===== config.mk =====
export PLATFORM = sky130hd
export DESIGN_NAME = txd_ring_walker
export DESIGN_NICKNAME = d
export VERILOG_FILES = /design/src/rtl/txd_pkg.sv /design/src/rtl/txd_ring_ptr.sv /design/src/rtl/txd_walk_fsm.sv /design/src/rtl/txd_ring_walker.sv
export SDC_FILE = /design/constraint.sdc
export NUM_CORES = 1
export LEC_CHECK = 0
export ABC_AREA = 1
export ABC_CLOCK_PERIOD_IN_PS = 1600
export BUFFER_PORTS_ARGS = -buffer_cell sky130_fd_sc_hd__buf_2
export CORE_ASPECT_RATIO = 1.4
export CORE_UTILIZATION = 45
export CTS_CLUSTER_DIAMETER = 120
export DETAILED_ROUTE_END_ITERATION = 6
export GPL_ROUTABILITY_DRIVEN = 0
export GPL_TIMING_DRIVEN = 0
export PLACE_DENSITY = 0.72
export SYNTH_ARGS = -nofsm -noshare
export SYNTH_HDL_FRONTEND = slang
export SYNTH_SLANG_ARGS = --single-unit

===== constraint.sdc =====
create_clock -name clk -period 1.6 [get_ports clk]
set_input_delay 0.32 -clock clk [delete_from_list [all_inputs] [get_ports clk]]
set_output_delay 0.32 -clock clk [all_outputs]
set_load 0.02 [all_outputs]

===== src/rtl/txd_pkg.sv =====
package txd_pkg;

  localparam int WORD_W = 16;
  localparam int STAT_W = 10;
  localparam int PTR_W  = 24;

  // word 0 bit positions
  localparam int B_RDY  = 15;
  localparam int B_WRAP = 13;
  localparam int B_IRQ  = 12;
  localparam int B_LAST = 11;

  typedef enum logic [2:0] {
    WK_IDLE,
    WK_RD0,
    WK_W0,
    WK_W1,
    WK_W2,
    WK_W3,
    WK_HAND,
    WK_WB
  } walk_st_e;

  // writeback image of word 0: ready cleared, host bits kept, status merged on last
  function automatic logic [WORD_W-1:0] wb_word(input logic [WORD_W-1:0] w0,
                                                input logic [STAT_W-1:0] st);
    logic [WORD_W-1:0] r;
    r = w0;
    r[B_RDY] = 1'b0;
    if (w0[B_LAST]) r[STAT_W-1:0] = st;
    return r;
  endfunction

  function automatic logic [PTR_W-1:0] join_ptr(input logic [7:0] hi,
                                               input logic [WORD_W-1:0] lo);
    return {hi, lo};
  endfunction

  // release condition for a descriptor in handoff
  function automatic logic rel_now(input logic last, input logic fetched,
                                   input logic done, input logic err);
    return err | (last ? done : fetched);
  endfunction

endpackage


===== src/rtl/txd_ring_ptr.sv =====
module txd_ring_ptr #(
  parameter int          AW        = 16,
  parameter logic [AW-1:0] RING_BASE = 'h40,
  parameter int          STEP      = 8
) (
  input  logic          clk,
  input  logic          rst_n,
  input  logic          adv_i,
  input  logic          wrap_i,
  output logic [AW-1:0] cur_o
);
  localparam logic [AW-1:0] STEP_W = AW'(STEP);

  function automatic logic [AW-1:0] next_slot(input logic [AW-1:0] cur, input logic wrap);
    return wrap ? RING_BASE : cur + STEP_W;
  endfunction

  always_ff @(posedge clk) begin
    if (!rst_n)     cur_o <= RING_BASE;
    else if (adv_i) cur_o <= next_slot(cur_o, wrap_i);
  end
endmodule


===== src/rtl/txd_walk_fsm.sv =====
module txd_walk_fsm
  import txd_pkg::*;
(
  input  logic                clk,
  input  logic                rst_n,
  input  logic                poll_i,
  input  logic [WORD_W-1:0]   rdata_i,
  input  logic                eng_fetched_i,
  input  logic                eng_done_i,
  input  logic                eng_err_i,
  input  logic [STAT_W-1:0]   eng_stat_i,
  output walk_st_e            st_o,
  output logic [WORD_W-1:0]   w0_o,
  output logic [WORD_W-1:0]   len_o,
  output logic [PTR_W-1:0]    ptr_o,
  output logic [STAT_W-1:0]   stat_o,
  output logic                release_o,
  output logic                idle_o
);
  walk_st_e          st_q;
  logic [WORD_W-1:0] w0_q, len_q, lo_q;
  logic [7:0]        hi_q;
  logic [STAT_W-1:0] stat_q;
  logic              rel;

  assign rel = (st_q == WK_HAND) &&
               rel_now(w0_q[B_LAST], eng_fetched_i, eng_done_i, eng_err_i);

  always_ff @(posedge clk) begin
    if (!rst_n) begin
      st_q   <= WK_IDLE;
      w0_q   <= '0;
      len_q  <= '0;
      hi_q   <= '0;
      lo_q   <= '0;
      stat_q <= '0;
    end else begin
      case (st_q)
        WK_IDLE: if (poll_i) st_q <= WK_RD0;
        WK_RD0:  st_q <= WK_W0;
        WK_W0: begin
          w0_q <= rdata_i;
          st_q <= rdata_i[B_RDY] ? WK_W1 : WK_IDLE;
        end
        WK_W1: begin
          len_q <= rdata_i;
          st_q  <= WK_W2;
        end
        WK_W2: begin
          hi_q <= rdata_i[7:0];
          st_q <= WK_W3;
        end
        WK_W3: begin
          lo_q <= rdata_i;
          st_q <= WK_HAND;
        end
        WK_HAND: if (rel) begin
          stat_q <= eng_stat_i;
          st_q   <= WK_WB;
        end
        WK_WB:   st_q <= WK_RD0;
        default: st_q <= WK_IDLE;
      endcase
    end
  end

  assign st_o      = st_q;
  assign w0_o      = w0_q;
  assign len_o     = len_q;
  assign ptr_o     = join_ptr(hi_q, lo_q);
  assign stat_o    = stat_q;
  assign release_o = rel;
  assign idle_o    = (st_q == WK_IDLE);
endmodule


===== src/rtl/txd_ring_walker.sv =====
module txd_ring_walker
  import txd_pkg::*;
#(
  parameter int            AW        = 16,
  parameter logic [AW-1:0] RING_BASE = 'h40,
  parameter int            DESC_BYTES = 8
) (
  input  logic          clk,
  input  logic          rst_n,
  input  logic          poll_i,
  output logic          mem_req_o,
  output logic          mem_we_o,
  output logic [AW-1:0] mem_addr_o,
  output logic [15:0]   mem_wdata_o,
  input  logic [15:0]   mem_rdata_i,
  output logic          buf_valid_o,
  output logic [23:0]   buf_ptr_o,
  output logic [15:0]   buf_len_o,
  output logic          buf_last_o,
  input  logic          eng_fetched_i,
  input  logic          eng_done_i,
  input  logic          eng_err_i,
  input  logic [9:0]    eng_stat_i,
  output logic          irq_o
);
  walk_st_e          st;
  logic [WORD_W-1:0] w0;
  logic [STAT_W-1:0] stat;
  logic [AW-1:0]     cur;
  logic [AW-1:0]     ofs;
  logic              desc_release;
  logic              walk_idle;
  logic              wb_cycle;

  txd_walk_fsm fsm_i (
    .clk          (clk),
    .rst_n        (rst_n),
    .poll_i       (poll_i),
    .rdata_i      (mem_rdata_i),
    .eng_fetched_i(eng_fetched_i),
    .eng_done_i   (eng_done_i),
    .eng_err_i    (eng_err_i),
    .eng_stat_i   (eng_stat_i),
    .st_o         (st),
    .w0_o         (w0),
    .len_o        (buf_len_o),
    .ptr_o        (buf_ptr_o),
    .stat_o       (stat),
    .release_o    (desc_release),
    .idle_o       (walk_idle)
  );

  assign wb_cycle = (st == WK_WB);

  txd_ring_ptr #(.AW(AW), .RING_BASE(RING_BASE), .STEP(DESC_BYTES)) ptr_i (
    .clk   (clk),
    .rst_n (rst_n),
    .adv_i (wb_cycle),
    .wrap_i(w0[B_WRAP]),
    .cur_o (cur)
  );

  always_comb begin
    case (st)
      WK_W0:   ofs = AW'(2);
      WK_W1:   ofs = AW'(4);
      WK_W2:   ofs = AW'(6);
      default: ofs = '0;
    endcase
  end

  assign mem_req_o   = (st == WK_RD0) || (st == WK_W0 && mem_rdata_i[B_RDY]) ||
                       (st == WK_W1) || (st == WK_W2) || wb_cycle;
  assign mem_we_o    = wb_cycle;
  assign mem_addr_o  = cur + ofs;
  assign mem_wdata_o = wb_word(w0, stat);
  assign buf_valid_o = (st == WK_HAND);
  assign buf_last_o  = w0[B_LAST];
  assign irq_o       = wb_cycle && w0[B_IRQ];
endmodule


# Word-level counts from Yosys, hierarchy flattened
# Cells that the tools add are included.
# op_classes
addsub	2
eq_ne	9
n_mux	8
bitwise	1
n_reduce_logical	10
# ops
op	n
$pmux W3 S8	1
$add A16 B16 Y16	1
$add A16 B4 Y16 const B	1
$mux W16	1
$eq A3 B3 Y1 const B	4
$mux W10	1
$pmux W3 S3	1
$eq A3 B2 Y1 const B	2
$mux W3	2
$logic_or A1 B1 Y1	4
$reduce_and A2 Y1	2
$eq A3 B1 Y1 const B	1
$logic_and A1 B1 Y1	3
$logic_not A3 Y1	1
$mux W2	1
$ne A2 B1 Y1 const B	1
$ne A2 B2 Y1 const B	1
$mux W1	1
$or A1 B1 Y1	1
# totals
reg_bits	84

# Depth between registers and ports, before layout
# logic_depth
ltp_word	6
depth_mapped	10

# Hierarchy
# Synthesis repeated with hierarchy kept, for this count alone.
# hier_totals
hier_cells	534
hier_area_um2	3808.7
# modules_own_cells
module	instances	cells_per_inst	area_per_inst_um2
txd_walk_fsm	1	340	2551.2
txd_ring_ptr	1	93	669.4
txd_ring_walker	1	101	588.1

# Worst setup path before layout
# OpenSTA, ideal clock, no wires.
# synth_path
kind	register to output
from	reg fsm_i.st_q[2] (netlist: fsm_i.st_o[2])
to	out mem_req_o
arrival_time_ps	1231
required_time_ps	1280
slack_ps	49
stages_incl_launch_ff	7
path_cell_list	dfxtp_1 > buf_2 > nand2_1 > nor2_1 > inv_1 > buf_2 > nand3b_1
# synth_between
elab_chain_len	6
# synth_rtl
element	line	source
from (decl)	txd_walk_fsm.sv:20	walk_st_e st_q;
from (signal assigned)	txd_walk_fsm.sv:43	st_q <= rdata_i[B_RDY] ? WK_W1 : WK_IDLE;
$eq A3 B2 Y1	txd_ring_walker.sv:72	assign mem_req_o = (st == WK_RD0) || (st == WK_W0 && mem_rdata_i[B_RDY]) ||
$logic_and A1 B1 Y1	txd_ring_walker.sv:72	
$logic_or A1 B1 Y1 (2 in series)	txd_ring_walker.sv:72	
$logic_or A1 B1 Y1	txd_ring_walker.sv:73	(st == WK_W1) || (st == WK_W2) || wb_cycle;
$logic_or A1 B1 Y1 *	txd_ring_walker.sv:73	
to (decl)	txd_ring_walker.sv:11	output logic mem_req_o,
# Every way passes the cells marked *; elsewhere a longest branch is shown, timed or not.

# Final worst setup path
# layout_path
from	reg fsm_i.st_q[0] (netlist: fsm_i.st_o[0])
to	out mem_req_o
# Same word-level chain as after synthesis.

==> summary.txt <==
H-tree depth: 3
post-synth top area cell: dfxtp_1
hold slack: 0.2119 ns
Chip Width: 75.57 um
Mean Syn Cell Area: 7.088 um2
Clk Latency, worst-skew pair: 0.36 ns
Util after Layout: 62.79%
DRC Markers: 0
top area cells in the synthesized netlist: dfxtp_1, nor2_1, o21ai_0
Area Growth Syn to Fin: 35.56%
Gate Count Post-Synth: 481
die area: 7934 um2
CP Capture Type: output pin
Root Driver: clkbuf_8
Final #Nets: 656
Die Span Y: 105.0 um
Cell Pwr Density: 1089 nW/um2
core area: 7361 um2
# Max-Cap Violations: 0
fmax: 0.5533 GHz
Yosys top cell area share: 47.56%
worst-path fanout max: 4
count leader, synth: nor2_1
fin area: 4622 um2
status: finished, violations left
placed cell areas: 4069 um2
placed cells: 686
CTS Buf Count: 9
Hold Path Class: in -> reg
Routed WL per cell: 12.92 um
post-synthesis sequential area ratio: 47.56%
TNS Setup: -0.4651 ns
reg2reg setup slack: 0.10 ns
Pre-antenna DRT Iters: 4
Leakage Power: 2.213 nW
port bufs: 106
Hold Fails Final Rpt: 0
number of synthesized register bits: 81
violated checks: setup timing
Post-synth EDFFs: 0
# diodes: 0
shortest period the worst path allows: 1.807 ns
post-route ant nets: 0
final cell count without fillers: 724
FF/Latch Area: 1634 um2
Post-synth ARST share: 0%
CTS Hold Bufs: 0
Setup Skew: 0.009082 ns
# clock sinks: 81
synth warn: 0
deepest clock path buffer count: 2
first-pass GRT wire length: 15.01 mm
Ports: 109
Synth Cell Area: 3410 um2
ys flop type: dfxtp_1
Crit Path Category: reg -> out
Cell Rows: 37
crit-path max cell delay: 0.38 ns
cell with the largest stage delay on the worst path: dfxtp_4
final setup fails: 4
Final Cycle Share: 113.0%
Final Worst Setup Slack: -0.2074 ns
Reg clk slew, reported paths: 0.09 ns
starting density of the core: 46.32%
multi-input logic area: 1584 um2
CTS tree: yes
Slew Limit Fails: 0
Yosys cell types: 28
Arr. time, crit path: 1.49 ns
delay-heaviest family, CP: flip-flops
antenna violations before repair: 0
FILL cells: 649
Synth top cells by count: nor2_1, dfxtp_1, nand2_1
CP Data Required Time: 1.28 ns
fraction of layout cells with a size suffix above 1: 30.78%
largest net degree at the start of global routing: 16
post-DP HPWL: 6.699 mm
GR Overflow Total: 0
vias in the first global route: 3349
1st-iter DRT viols: 173
crit start category: flop
Via density: 4.881
Max IR drop VDD: 0.6998 mV
RSZ-0062 raised after global routing: yes
final wirelength: 9.353 mm
Critical path buffers and inverters: 2
worst-path cell chain: nor2_4 -> nand2_2 -> buf_8 -> o21ai_4 -> nand3b_1 -> buf_6
via count: 3534
Total GRT Usage: 24.89%
placed cells by master, fill, tap and decap left out, drive strengths merged, types with 2 or more instances in the layout:
master / n
buf: 144
clkinv: 2
conb: 3
nand3: 12
xor2: 7
nand3b: 3
clkinvlp: 3
ha: 2
clkbuf: 27
nor2: 123
nor3: 2
or2: 2
nand4: 3
inv: 42
o21ai: 70
a21oi: 24
nand2: 72
dfxtp: 81
path summary, 6_finish.rpt:
path                              start  cells past startpoint                           end
max          fsm_i.st_o[0]$_SDFFE_PN0P_                      6                     mem_req_o
min                       eng_stat_i[5]                      3  fsm_i.stat_o[5]$_SDFFE_PN0P_
max reg2reg  fsm_i.st_o[1]$_SDFFE_PN0P_                     10    fsm_i.st_o[1]$_SDFFE_PN0P_
min reg2reg  fsm_i.lo_q[9]$_SDFFE_PN0P_                      2    fsm_i.lo_q[9]$_SDFFE_PN0P_
per-layer routing:
metal  share of wire (%)  wire (um)  GRT usage [%]  vias to the layer above
met3                 6.2        584          6.268                       27
met2                  49       4599          40.31                      129
met4                 3.5        330          12.30                        0
met5                   0          0              0                        -
met1                  41       3839          29.77                     1587
li1                    -          -              -                     1791
report_power, final:
group	leakage, nW	internal, mW	switching, mW
Combinational	1.47	0.557	0.779
Sequential	0.658	2.18	0.106
Clock	0.0895	0.622	0.792
Total	2.21	3.36	1.68
metrics by stage:
step | power, mW | setup slack [ns]
floorplan | 2.977 | 0.04888
global placement | 3.301 | -0.2930
CTS | 4.969 | -0.1857
detailed placement | 3.322 | -0.2904
global route | 5.287 | -0.2718
finish | 5.035 | -0.2074
timing repair:
action / 4_1_cts / 5_1_grt
setup endpoints to repair: 16 / 27
setup buffers: 15 / 9
resized for setup: 52 / 19
pin swaps: 8 / 4
tightest hold or removal path, delay by kind of cell:
kind | cells | cell delay [ns]
and+or+nand+nor | 1 | 0.08
buffers and inverters | 1 | 0.07
AOI/OAI and AO/OA | 1 | 0.07
cell families (layout without fill, tap and decap cells):
family,Yosys count,count (layout),share of synthesized area (%)
AND/OR/NAND/NOR,217,217,25.76
AO/OA/AOI/OAI,98,98,14.64
flip-flops,81,81,47.56
buffers and inverters,74,218,9.137
XOR/XNOR,8,8,2.055
adder cells (fa/ha/maj),2,2,0.7338
other,1,3,0.1100
area by class of cell:
class | count | share of cell area, %
sequential | 81 | 35.35
multi-input combinational | 328 | 34.27
inverter | 41 | 3.465
buffer | 31 | 3.979
clock inverter | 6 | 1.083
tap | 97 | 2.626
timing repair buffer | 130 | 16.24
clock buffer | 10 | 2.978
state kept, by name (all words and copies together), names as in the netlist:
name / flops
fsm_i.w0_o: 15
fsm_i.hi_q: 8
ptr_i.cur_o: 13
fsm_i.stat_o: 10
fsm_i.len_o: 16
fsm_i.st_o: 3
fsm_i.lo_q: 16
Power figures use the tool's default switching activity.
